`src/rtl/gos_pkg.sv`:
```
package gos_pkg;

    // Twice the step from unity to full-scale gain: 2*(G-1) for G = 1.5 .. 8.
    function automatic logic [3:0] gmax_k(input logic [2:0] sel);
        logic [3:0] k;
        unique case (sel)
            3'd0: k = 4'd1;
            3'd1: k = 4'd2;
            3'd2: k = 4'd4;
            3'd3: k = 4'd6;
            3'd4: k = 4'd8;
            3'd5: k = 4'd10;
            3'd6: k = 4'd12;
            default: k = 4'd14;
        endcase
        return k;
    endfunction

    // Width select clipped to its three legal steps.
    function automatic logic [1:0] clip_sel(input logic [1:0] sel);
        return (sel == 2'd3) ? 2'd2 : sel;
    endfunction

endpackage

```
`src/rtl/gos_capture.sv`:
```
module gos_capture
    import gos_pkg::*;
#(
    parameter int DW = 12,
    parameter int OW = 10,
    parameter int GW = 12
) (
    input  logic          clk,
    input  logic          rst_n,
    input  logic          in_valid,
    input  logic [DW-1:0] in_sample,
    input  logic [OW-1:0] ofs_bus,
    input  logic [GW-1:0] gain_bus,
    input  logic [1:0]    ofs_wsel,
    input  logic [1:0]    gain_wsel,
    input  logic [2:0]    gmax_sel,
    output logic          c_valid,
    output logic [DW-1:0] c_sample,
    output logic [OW-1:0] c_ofs,
    output logic [GW-1:0] c_code,
    output logic [3:0]    c_nbits,
    output logic [3:0]    c_k
);
    localparam int OW_MIN = OW - 2;
    localparam int GW_MIN = GW - 2;

    logic [3:0]    obits, gbits;
    logic [OW-1:0] omask;
    logic [GW-1:0] gmask;

    always_comb begin
        obits = 4'(OW_MIN) + {2'b00, clip_sel(ofs_wsel)};
        gbits = 4'(GW_MIN) + {2'b00, clip_sel(gain_wsel)};
        omask = ~({OW{1'b1}} << obits);
        gmask = ~({GW{1'b1}} << gbits);
    end

    always_ff @(posedge clk or negedge rst_n) begin
        if (!rst_n) begin
            c_valid  <= 1'b0;
            c_sample <= '0;
            c_ofs    <= '0;
            c_code   <= '0;
            c_nbits  <= '0;
            c_k      <= '0;
        end else begin
            c_valid  <= in_valid;
            c_sample <= in_sample;
            c_ofs    <= ofs_bus & omask;
            c_code   <= gain_bus & gmask;
            c_nbits  <= gbits;
            c_k      <= gmax_k(gmax_sel);
        end
    end

endmodule

```
`src/rtl/gos_offset.sv`:
```
module gos_offset #(
    parameter int DW = 12,
    parameter int OW = 10,
    parameter int GW = 12
) (
    input  logic          clk,
    input  logic          rst_n,
    input  logic          c_valid,
    input  logic [DW-1:0] c_sample,
    input  logic [OW-1:0] c_ofs,
    input  logic [GW-1:0] c_code,
    input  logic [3:0]    c_nbits,
    input  logic [3:0]    c_k,
    output logic          o_valid,
    output logic [DW-1:0] o_diff,
    output logic [GW-1:0] o_code,
    output logic [3:0]    o_nbits,
    output logic [3:0]    o_k
);
    logic [DW:0] wide_diff;

    always_comb begin
        wide_diff = {1'b0, c_sample} - {{(DW + 1 - OW){1'b0}}, c_ofs};
    end

    always_ff @(posedge clk or negedge rst_n) begin
        if (!rst_n) begin
            o_valid <= 1'b0;
            o_diff  <= '0;
            o_code  <= '0;
            o_nbits <= '0;
            o_k     <= '0;
        end else begin
            o_valid <= c_valid;
            o_diff  <= wide_diff[DW] ? '0 : wide_diff[DW-1:0];
            o_code  <= c_code;
            o_nbits <= c_nbits;
            o_k     <= c_k;
        end
    end

    // subtraction never raises a sample
    assert_diff_not_above_R3: assert property (@(posedge clk) disable iff (!rst_n)
        c_valid |=> (o_valid && o_diff <= $past(c_sample)));

    // an offset at or above the sample yields zero
    assert_clamp_zero_R3: assert property (@(posedge clk) disable iff (!rst_n)
        (c_valid && {{(DW + 1 - OW){1'b0}}, c_ofs} >= {1'b0, c_sample}) |=> (o_diff == '0));

endmodule

```
`src/rtl/gos_gain.sv`:
```
module gos_gain #(
    parameter int DW = 12,
    parameter int GW = 12
) (
    input  logic          clk,
    input  logic          rst_n,
    input  logic          in_valid,
    input  logic [DW-1:0] in_diff,
    input  logic [GW-1:0] in_code,
    input  logic [3:0]    in_nbits,
    input  logic [3:0]    in_k,
    output logic          y_valid,
    output logic [DW-1:0] y
);
    localparam int PW    = DW + GW;
    localparam int SUM_W = PW + 6;

    logic             a_v;
    logic [DW-1:0]    a_diff;
    logic [PW-1:0]    a_p;
    logic [3:0]       a_n, a_k;
    logic             b_v;
    logic [SUM_W-1:0] b_sum;
    logic [3:0]       b_n;
    logic [SUM_W-1:0] sum_next, shifted;
    logic [DW-1:0]    y_next;

    always_comb begin
        sum_next = ({{(SUM_W - DW){1'b0}}, a_diff} << (5'(a_n) + 5'd1))
                 + SUM_W'(a_p) * SUM_W'(a_k)
                 + (SUM_W'(1) << a_n);
        shifted  = b_sum >> (5'(b_n) + 5'd1);
        y_next   = (|shifted[SUM_W-1:DW]) ? {DW{1'b1}} : shifted[DW-1:0];
    end

    always_ff @(posedge clk or negedge rst_n) begin
        if (!rst_n) begin
            a_v     <= 1'b0;
            a_diff  <= '0;
            a_p     <= '0;
            a_n     <= '0;
            a_k     <= '0;
            b_v     <= 1'b0;
            b_sum   <= '0;
            b_n     <= '0;
            y_valid <= 1'b0;
            y       <= '0;
        end else begin
            a_v     <= in_valid;
            a_diff  <= in_diff;
            a_p     <= PW'(in_diff) * PW'(in_code);
            a_n     <= in_nbits;
            a_k     <= in_k;
            b_v     <= a_v;
            b_sum   <= sum_next;
            b_n     <= a_n;
            y_valid <= b_v;
            y       <= y_next;
        end
    end

    // a zero gain code passes the difference through unchanged
    assert_unity_gain_R5: assert property (@(posedge clk) disable iff (!rst_n)
        (in_valid && in_code == '0) |-> ##3 (y_valid && y == $past(in_diff, 3)));

    // gain is never below one
    assert_gain_not_below_R6: assert property (@(posedge clk) disable iff (!rst_n)
        in_valid |-> ##3 (y >= $past(in_diff, 3)));

endmodule

```
`src/rtl/gos_delay.sv`:
```
module gos_delay #(
    parameter int DW    = 12,
    parameter int DEPTH = 4
) (
    input  logic          clk,
    input  logic          rst_n,
    input  logic          d_valid,
    input  logic [DW-1:0] d_data,
    output logic          q_valid,
    output logic [DW-1:0] q_data
);
    generate
        if (DEPTH == 0) begin : g_none
            assign q_valid = d_valid;
            assign q_data  = d_data;
        end else begin : g_pipe
            logic [DEPTH-1:0]         vp;
            logic [DEPTH-1:0][DW-1:0] dp;

            always_ff @(posedge clk or negedge rst_n) begin
                if (!rst_n) begin
                    vp <= '0;
                    dp <= '0;
                end else begin
                    for (int i = DEPTH - 1; i > 0; i--) begin
                        vp[i] <= vp[i-1];
                        dp[i] <= dp[i-1];
                    end
                    vp[0] <= d_valid;
                    dp[0] <= d_data;
                end
            end

            assign q_valid = vp[DEPTH-1];
            assign q_data  = dp[DEPTH-1];
        end
    endgenerate

endmodule

```
`src/rtl/gain_offset_stage.sv`:
```
module gain_offset_stage #(
    parameter int DW      = 12,
    parameter int OW      = 10,
    parameter int GW      = 12,
    parameter int LATENCY = 9
) (
    input  logic          clk,
    input  logic          rst_n,
    input  logic          in_valid,
    input  logic [DW-1:0] in_sample,
    input  logic [OW-1:0] ofs_bus,
    input  logic [GW-1:0] gain_bus,
    input  logic [1:0]    ofs_wsel,
    input  logic [1:0]    gain_wsel,
    input  logic [2:0]    gmax_sel,
    output logic          pix_valid,
    output logic [DW-1:0] pix_out
);
    localparam int CORE_STAGES = 5;
    localparam int PAD = (LATENCY > CORE_STAGES) ? LATENCY - CORE_STAGES : 0;

    logic          c_valid, o_valid, g_valid;
    logic [DW-1:0] c_sample, o_diff, g_y;
    logic [OW-1:0] c_ofs;
    logic [GW-1:0] c_code, o_code;
    logic [3:0]    c_nbits, c_k, o_nbits, o_k;

    gos_capture #(.DW(DW), .OW(OW), .GW(GW)) u_cap (
        .clk(clk), .rst_n(rst_n), .in_valid(in_valid), .in_sample(in_sample),
        .ofs_bus(ofs_bus), .gain_bus(gain_bus), .ofs_wsel(ofs_wsel),
        .gain_wsel(gain_wsel), .gmax_sel(gmax_sel),
        .c_valid(c_valid), .c_sample(c_sample), .c_ofs(c_ofs), .c_code(c_code),
        .c_nbits(c_nbits), .c_k(c_k)
    );

    gos_offset #(.DW(DW), .OW(OW), .GW(GW)) u_ofs (
        .clk(clk), .rst_n(rst_n), .c_valid(c_valid), .c_sample(c_sample),
        .c_ofs(c_ofs), .c_code(c_code), .c_nbits(c_nbits), .c_k(c_k),
        .o_valid(o_valid), .o_diff(o_diff), .o_code(o_code),
        .o_nbits(o_nbits), .o_k(o_k)
    );

    gos_gain #(.DW(DW), .GW(GW)) u_gain (
        .clk(clk), .rst_n(rst_n), .in_valid(o_valid), .in_diff(o_diff),
        .in_code(o_code), .in_nbits(o_nbits), .in_k(o_k),
        .y_valid(g_valid), .y(g_y)
    );

    gos_delay #(.DW(DW), .DEPTH(PAD)) u_dly (
        .clk(clk), .rst_n(rst_n), .d_valid(g_valid), .d_data(g_y),
        .q_valid(pix_valid), .q_data(pix_out)
    );

    // reset leaves no valid pixel on the output
    assert_reset_flush_R9: assert property (@(posedge clk)
        !rst_n |=> (!pix_valid && pix_out == '0));

endmodule

```
`config.mk`:
```
export PLATFORM = sky130hd
export DESIGN_NAME = gain_offset_stage
export DESIGN_NICKNAME = d
export VERILOG_FILES = /design/src/rtl/gos_pkg.sv /design/src/rtl/gos_capture.sv /design/src/rtl/gos_offset.sv /design/src/rtl/gos_gain.sv /design/src/rtl/gos_delay.sv /design/src/rtl/gain_offset_stage.sv
export SDC_FILE = /design/constraint.sdc
export NUM_CORES = 1
export LEC_CHECK = 0
export BUFFER_PORTS_ARGS = -buffer_cell sky130_fd_sc_hd__buf_4
export CORE_ASPECT_RATIO = 0.75
export CORE_MARGIN = 1
export CORE_UTILIZATION = 45
export DETAILED_ROUTE_END_ITERATION = 16
export MAX_ROUTING_LAYER = met4
export PLACE_DENSITY = 0.58
export SLEW_MARGIN = 15
export SYNTH_ARGS = -nofsm -noshare
export SYNTH_HDL_FRONTEND = slang
export SYNTH_SLANG_ARGS = --single-unit
```
`constraint.sdc`:
```
create_clock -name clk -period 9.5 [get_ports clk]
set_clock_uncertainty 0.1 [all_clocks]
set_input_delay 1.9 -clock clk [delete_from_list [all_inputs] [get_ports clk]]
set_output_delay 1.9 -clock clk [all_outputs]
set_load 0.05 [all_outputs]
```
### Word-level counts from Yosys, hierarchy flattened

Cells that the tools add are included.

| word-level totals | value |
|---|---|
| bits in registers | 221 |
| bits in latches | 0 |
| memory bits (writable) | 0 |
| bits in read-only memories | 0 |
| output and inout bits | 13 |
| memories | 0 |

| cells by class | value |
|---|---|
| add/sub/neg operators | 7 |
| multipliers | 2 |
| divide/modulo/power cells | 0 |
| $lt $le $gt $ge | 0 |
| equal/unequal tests | 8 |
| shifts and indexed selects | 5 |
| multiplexer cells | 5 |
| bitwise gates (word level) | 4 |
| reduce and logical (&&, ||, !) cells | 2 |

Operators by type and width:

| kind | number |
|---|---|
| $add A30 B28 Y30 | 1 |
| $add A30 B30 Y30 | 1 |
| $shl A1 B4 Y30 const A | 1 |
| $shl A12 B5 Y30 | 1 |
| $shr A30 B5 Y30 | 1 |
| $mul A24 B4 Y28 | 1 |
| $pmux W4 S7 | 1 |
| $mul A12 B12 Y24 | 1 |
| $mux W12 | 2 |
| $reduce_or A18 Y1 | 1 |
| $sub A12 B10 Y13 | 1 |
| $and A12 B12 Y12 | 1 |
| $not A12 Y12 | 1 |
| $shl A12 B4 Y12 const A | 1 |
| $add A4 B1 Y5 const B | 2 |
| $and A10 B10 Y10 | 1 |
| $not A10 Y10 | 1 |
| $shl A10 B4 Y10 const A | 1 |
| $eq A3 B3 Y1 const B | 3 |
| $add A4 B2 Y4 const A | 2 |
| $eq A3 B2 Y1 const B | 2 |
| $eq A2 B2 Y1 const B | 2 |
| $mux W2 | 2 |
| $eq A3 B1 Y1 const B | 1 |
| $logic_not A3 Y1 | 1 |

### Logic depth before layout (Yosys ltp)

Gate-level depths: netlist of the first run.

| logic depth | value |
|---|---|
| word-level depth | 6 |
| gate-level depth with buffers | 24 |

### By module

Synthesis of the first run repeated with hierarchy kept, for this count alone.

| second synthesis, totals | value |
|---|---|
| cell total of the unflattened synthesis | 1,687 |
| area, all modules | 17,164.0 um^2 |

By module, submodules not included:

| module | instances | cells each | area an instance (um^2) |
|---|---|---|---|
| gos_gain | 1 | 1,436 | 13,106.3 |
| gos_offset | 1 | 131 | 1,525.2 |
| gos_delay | 1 | 64 | 1,391.3 |
| gos_capture | 1 | 56 | 1,141.1 |

### Least setup slack after synthesis of the first run

Ideal clock, no wire load.

| timing path | value |
|---|---|
| path type | flip-flop to flip-flop |
| start | register u_gain.a_n[0] |
| end | register u_gain.b_sum[24] |
| library setup time | 0.126 ns |
| arrival | 5.557 ns |
| data required time | 9.274 ns |
| setup slack | 3.717 ns |
| cell stages (with the launch flop) | 22 |
| path buffers | 2 |
| clock period less this slack | 5.783 ns |
| cell sequence | dfrtp_1 inv_2 ha_1 clkbuf_1 clkbuf_1 mux2i_1 a21oi_1 mux2_2 a21oi_1 nor2_1 fa_1 inv_1 fa_1 fa_1 inv_1 ha_1 a2111o_1 o211ai_1 a21boi_0 o211ai_1 nand2_1 o311a_1 |

| on the way | value |
|---|---|
| word-level cells in the longest chain between the ends | 4 |
| elaborated cells on any way between the ends | 5 |
| classes of those cells | 3 x add/sub; 2 x shift |

Ends and longest elaborated chain:

| what | line | source |
|---|---|---|
| from (decl) | gos_gain.sv:21 | `logic [3:0] a_n, a_k;` |
| from (signal assigned) | gos_gain.sv:52 | `a_n <= in_nbits;` |
| $add A4 B1 Y5 | gos_gain.sv:29 | `sum_next = ({{(SUM_W - DW){1'b0}}, a_diff} << (5'(a_n) + 5'd1))` |
| $shl A12 B5 Y30 | gos_gain.sv:29 |  |
| $add A30 B28 Y30 | gos_gain.sv:30 | `+ SUM_W'(a_p) * SUM_W'(a_k)` |
| $add A30 B30 Y30 (*) | gos_gain.sv:31 | `+ (SUM_W'(1) << a_n);` |
| named net u_gain.sum_next[24] | gos_gain.sv:25 | `logic [SUM_W-1:0] sum_next, shifted;` |
| to (signal assigned) | gos_gain.sv:55 | `b_sum <= sum_next;` |
| to (decl) | gos_gain.sv:23 | `logic [SUM_W-1:0] b_sum;` |

Mark *: on every way through the listed nets, which the timed path passes. The rest lies on a longest branch.

### Worst setup path after layout of the first run

| timing path | value |
|---|---|
| start | register u_gain.a_n[0] |
| end | register u_gain.b_sum[29] |

Same word-level chain as after synthesis.

==> results of run 1 <==
sequential cells by signal, indices dropped and copies added, names as in the netlist, 4 cells and up:
signal,cells
u_gain.a_diff,12
u_gain.a_k,4
u_gain.b_sum,29
u_dly.q_data,12
u_gain.a_p,24
u_cap.c_k,4
u_ofs.o_diff,12
u_ofs.o_nbits,4
u_gain.a_n,4
u_ofs.o_code,12
u_cap.c_nbits,4
u_ofs.o_k,4
u_gain.b_n,4
u_cap.c_sample,12
u_dly.g_pipe.dp,36
u_dly.g_pipe.vp,4
u_cap.c_ofs,10
u_cap.c_code,12
u_gain.y,12
synthesized netlist by cell type, drive strengths merged, types with 9 or more instances:
cell and instances:
a211oi 11, a21o 27, a21oi 68, and2 104
buf 19, clkbuf 56, dfrtp 220, fa 186
ha 122, inv 262, mux2 15, mux2i 43
nand2 214, nand3 15, nor2 73, nor2b 17
nor3 25, o211ai 9, o21a 12, o21ai 46
xnor2 39, xor2 10
cell families after synthesis:
| group | after synthesis | synth area share |
|---|---|---|
| flip-flops | 220 | 0.323 |
| AO/OA/AOI/OAI | 228 | 0.0859 |
| other | 1 | 0.000220 |
| multiplexers | 66 | 0.0457 |
| buffers and inverters | 338 | 0.0777 |
| AND/OR/NAND/NOR | 483 | 0.134 |
| XOR/XNOR | 49 | 0.0252 |
| adder cells (fa/ha/maj) | 308 | 0.308 |
critical path, cell delays in order (launching register included):
cell and delay (ns):
dfrtp_1 0.86, inv_2 0.26, ha_1 0.85, mux2_2 0.42, a22o_1 0.27, o21ai_0 0.54
o21a_1 0.19, nor2_1 0.05, fa_1 0.49, inv_1 0.05, fa_1 0.47, inv_1 0.05
fa_1 0.47, ha_1 0.38, nand4_1 0.22, nor3_1 0.32, o21ai_0 0.32, or3_1 0.43
a21oi_1 0.16, xor2_1 0.15
per-stage QoR:
| step | area (um^2) | worst slack (ns) | power [mW] | std cells | hold slack, ns |
|---|---|---|---|---|---|
| after floorplan | 17100 | 3.72 | 5.18 | 1693 | 0.231 |
| after global placement | 17800 | 2.47 | 6.23 | 2183 | 0.231 |
| after detailed placement | 17800 | 2.46 | 6.29 | 2183 | 0.235 |
| after CTS | 18500 | 2.44 | 7.25 | 2222 | 0.249 |
| after global routing | 18500 | 1.97 | 8.01 | 2222 | 0.254 |
| final | 18500 | 2.35 | 7.19 | 2222 | 0.245 |
routing by layer:
metal  up-vias  global-route usage  share of wire
met3        39              0.0364          0.057
li1       5409                   -              -
met5         -                   -              0
met1      5860               0.339           0.53
met4         0              0.0382          0.018
met2       245               0.292           0.40
how the worst min path moves through the flow:
stage	to	start	cells after the start
6_report	u_dly.g_pipe.vp[0]	u_gain.y_valid	0
5_1_grt	u_dly.g_pipe.vp[3]	u_dly.g_pipe.vp[2]	0
4_1_cts	u_gain.b_v	u_gain.a_v	0
3_5_place_dp	u_dly.g_pipe.dp[0]	u_gain.y[0]	0
3_3_place_gp	u_dly.q_data[7]	u_dly.g_pipe.dp[31]	0
2_1_floorplan	u_dly.g_pipe.dp[0]	u_gain.y[0]	0
final cells by class:
cell class	count	share of cell area
tap	504	0.0340
timing repair buffer	61	0.0251
multi-input combinational	1135	0.551
clock inverter	11	0.00675
clock buffer	28	0.0331
sequential	220	0.297
inverter	263	0.0532
power breakdown:
part	total, mW	internal [mW]	switching, mW
Combinational	4.87	2.05	2.82
Clock	0.902	0.516	0.385
Sequential	1.42	1.21	0.210
==> out/metrics.yaml, run 1 <==
run:
  cap_violations: 0
finish:
  area_growth_pct: 8.78
  final_nets: 2056
  final_cell_mix: "inv_1, dfrtp_1, nand2_1"
  final_common_cell: "inv_1"
  insertedDiodeCount: 0
  multi_input_area_um2: 10200
  ff_latch_area_um2: 5510
  drive_gt1_frac: 0.0768
  fin_util: 0.499
  fill_cells: 3500
place:
  io_buffers: 56
  gp_congestion: 0.938
  dpl.hpwl_um: 29900
clocking:
  cts_buffers: 23
  clk-insertion-delay-late_ns: 0.53
  numClockSinks: 220
  post_cts_resized: 0
  htreeDepth: 1
  cts_tree: "done"
  cts-hold-fix-buffers: 0
  cts-root-buf: "clkbuf_16"
  cts_setup_buffers: 0
  clk_path_buf_depth: 3
  clkTransAtPathRegs_ns: 0.06
pwr:
  peakVddDrop_mv: 0.311
  p_per_area_nw_per_um2: 388
  p_leak_nw: 8.99
setup_path:
  worstPathArrival_ns: 7.50
  ff2ff_path_depth: 19
  r2r_end: "u_gain.b_sum[29]"
  worstPathRequired_ns: 9.85
  r2r_slack_ns: 2.35
  rr_startpoint: "u_gain.a_n[0]"
  cp-start-kind: "register"
  cp-endpoint: "u_gain.b_sum[29]"
  crit_fanout: 25
  endpoint_kind: "register"
  critPathLaunch: "u_gain.a_n[0]"
  crit_type: "reg2reg"
yosys:
  ys_seq_elements: 220
  netlist_area_um2: 17100
  synth_top_area_share: 0.323
  ys_warn_count: 0
  ys_seq_area_frac: 0.323
  synth.avg_cell_area_um2: 10.1
  postSynthCellCount: 1693
  yosys.area.top_type: "dfrtp_1"
  synth_fp_nets: 2045
  ys_top_cells_by_area: "dfrtp_1, fa_1, ha_1"
  async_reset_ff_frac: 1.00
  synth_flop_cell: "dfrtp_1"
  synth_cell_types: 66
  synth_edf_count: 0
routing:
  first_pass_iters: 5
  wire_per_inst_um: 16.9
  viasPerCell: 5.20
  post-route-drc-count: 0
  vias: 11553
  drtIter0Drc: 707
  antenna_left: 0
  routed_wl_um: 37500
floorplanning:
  fp-row-count: 61
  die_area_um2: 38700
  core_region_area_um2: 37200
  die_y_um: 171
  die_w_um: 227
  ios: 57
  start_util: 0.459
timing:
  slew_violations: 0
  slew_headroom: 0.270
  min_period_over_period: 0.753
  report.final.hold_viol_count: 0
  tightest_slew_ns: 1.09
  fin_setup_tns_ns: 0
  finalWorstPathRequiredPeriod_ns: 7.15
  finalSetupViolations: 0
  fmax_ghz: 0.140
  rsz0062_at_grt: "false"
global_route:
  grt_pass1_wl_um: 63700
  grt_antenna_before_repair: 0
  grt_pass1_vias: 11961
  overflow: 0
  track_usage: 0.217
  grt_max_degree: 89
run_status:
  status: "finished clean"
hold_path:
  hp-class: "reg2reg"
Note: power is estimated with default switching activity, not from simulation.
==> inputs of run 2 (changes only) <==
==> constraint.sdc (replaced) <==
create_clock -name clk -period 7.1 [get_ports clk]
set_clock_uncertainty 0.1 [all_clocks]
set_input_delay 1.42 -clock clk [delete_from_list [all_inputs] [get_ports clk]]
set_output_delay 1.42 -clock clk [all_outputs]
set_load 0.05 [all_outputs]
==> run 2 against run 1 <==
Largest power group unchanged; maximum frequency is 11% higher; sequential share of layout area is 0.088 points lower; sequential cell count stayed put; power is 33% higher; final cell count is 0.23% higher.
==> out/metrics.yaml, run 2 (same netlist as run 1, synthesis figures left out) <==
clocking:
  htreeDepth: 1
  cts-root-buf: "clkbuf_16"
  numClockSinks: 220
  clk-insertion-delay-late_ns: 0.54
  cts_tree: "done"
  cts_setup_buffers: 0
  cts-hold-fix-buffers: 0
  clkTransAtPathRegs_ns: 0.06
  clk_path_buf_depth: 3
  cts_buffers: 24
  post_cts_resized: 0
setup_path:
  r2r_end: "u_gain.b_sum[24]"
  path_buf_inv: 3
  critPathLaunch: "u_gain.a_n[0]"
  crit_top_cell: "fa_1"
  cp_slowest_cell: "ha_1"
  cp-endpoint: "u_gain.b_sum[24]"
  rr_startpoint: "u_gain.a_n[0]"
  crit_type: "reg2reg"
  path_depth: 19
  cp-start-kind: "register"
  endpoint_kind: "register"
  cpPeakStageDelay_ns: 0.78
  ff2ff_path_depth: 19
  r2r_slack_ns: 0.63
  crit_fanout: 19
  cpLargestDelayFamily: "adder cells"
  worstPathRequired_ns: 7.42
  cp_cell_sequence: "inv_2, ha_1, mux2_2, a22o_1, o21ai_0, nor2_1, fa_1, inv_1, fa_1, fa_1, inv_1, ha_1, o21a_1, o31a_1, o211ai_1, a21boi_0, o211ai_1, nand2_1, o311a_1"
  worstPathArrival_ns: 6.79
global_route:
  use_met1: 0.335
  grt_use_met3: 0.0519
  grt_max_degree: 127
  track_usage: 0.217
  overflow: 0
  top_usage_layer: "met1"
  grt_pass1_wl_um: 63900
  grt_antenna_before_repair: 0
  use_met2: 0.290
  grt_pass1_vias: 12010
run:
  cap_violations: 0
timing:
  finalWorstPathRequiredPeriod_ns: 6.47
  fmax_ghz: 0.155
  finalSetupViolations: 0
  slew_headroom: 0.300
  report.final.hold_viol_count: 0
  tightest_slew_ns: 1.05
  min_period_over_period: 0.911
  slew_violations: 0
  rsz0062_at_grt: "false"
  fin_setup_tns_ns: 0
finish:
  largest_register: "u_dly.g_pipe.dp"
  final_cell_mix: "inv_1, dfrtp_1, nand2_1"
  fin_util: 0.500
  area_growth_pct: 9.11
  insertedDiodeCount: 0
  fill_cells: 3463
  final_common_cell: "inv_1"
  drive_gt1_frac: 0.0784
  reg_top3: "u_dly.g_pipe.dp x36, u_gain.b_sum x29, u_gain.a_p x24"
  largest_reg_flops: 36
  final_nets: 2060
floorplanning:
  fp-row-count: 61
  core_region_area_um2: 37200
  die_w_um: 227
  start_util: 0.459
  ios: 57
  die_y_um: 171
  die_area_um2: 38700
routing:
  viasPerCell: 5.18
  post-route-drc-count: 0
  antenna_left: 0
  first_pass_iters: 5
  vias: 11541
  wire_per_inst_um: 16.8
  drtIter0Drc: 708
  routed_wl_um: 37500
pwr:
  p_per_area_nw_per_um2: 515
  p_leak_nw: 9.02
  peakVddDrop_mv: 0.355
place:
  dpl.hpwl_um: 29700
  io_buffers: 56
  gp_congestion: 0.944
run_status:
  status: "finished clean"
hold_path:
  hp-class: "reg2reg"
[run 2: cell types whose count changed in the layout (fill, tap and decap cells not counted), sizes merged]
| cell | change |
|---|---|
| clkbuf | +5 |
| bufinv | -1 |
| inv | -2 |
| buf | +3 |
[run 2: how the worst min path moves through the flow]
stage | from | to | slack, ns | cells past startpoint
2_1_floorplan | u_gain.y[0] | u_dly.g_pipe.dp[0] | 0.23 | 0
3_3_place_gp | u_dly.g_pipe.dp[18] | u_dly.g_pipe.dp[30] | 0.23 | 0
3_5_place_dp | u_dly.g_pipe.dp[1] | u_dly.g_pipe.dp[13] | 0.23 | 0
4_1_cts | u_cap.c_code[2] | u_ofs.o_code[2] | 0.24 | 0
5_1_grt | u_cap.c_code[2] | u_ofs.o_code[2] | 0.25 | 0
6_report | u_cap.c_code[2] | u_ofs.o_code[2] | 0.24 | 0
[run 2: layer usage]
| layer | vias to the layer above | share of wire |
|---|---|---|
| met1 | 5799 | 0.52 |
| li1 | 5421 | - |
| met3 | 36 | 0.074 |
| met2 | 285 | 0.39 |
| met4 | 0 | 0.015 |
| met5 | - | 0 |
[run 2: power breakdown]
| group | internal [mW] | switching, mW |
|---|---|---|
| sequential | 1.62 | 0.284 |
| clock | 0.707 | 0.506 |
| combinational | 2.74 | 3.72 |
| total | 5.06 | 4.51 |
[run 2: layout make-up]
| class | instances | area [um^2] | share of cell area |
|---|---|---|---|
| inverter | 263 | 987 | 0.0531 |
| clock buffer | 33 | 686 | 0.0369 |
| timing repair buffer | 64 | 500 | 0.0269 |
| tap | 504 | 631 | 0.0339 |
| sequential | 220 | 5510 | 0.296 |
| multi-input combinational | 1135 | 10200 | 0.549 |
| clock inverter | 8 | 73.8 | 0.00397 |
[run 2: through the flow]
step           area, um^2  setup WS [ns]  total power, mW  instances  hold WS [ns]
2_1_floorplan       17100           1.32             6.94       1693         0.231
3_3_place_gp        17800          0.818             8.32       2186         0.231
3_5_place_dp        17800          0.726             8.37       2186         0.235
4_1_cts             18600          0.704             9.65       2227         0.241
5_1_grt             18600          0.290             10.7       2227         0.245
6_report            18600          0.630             9.58       2227         0.239
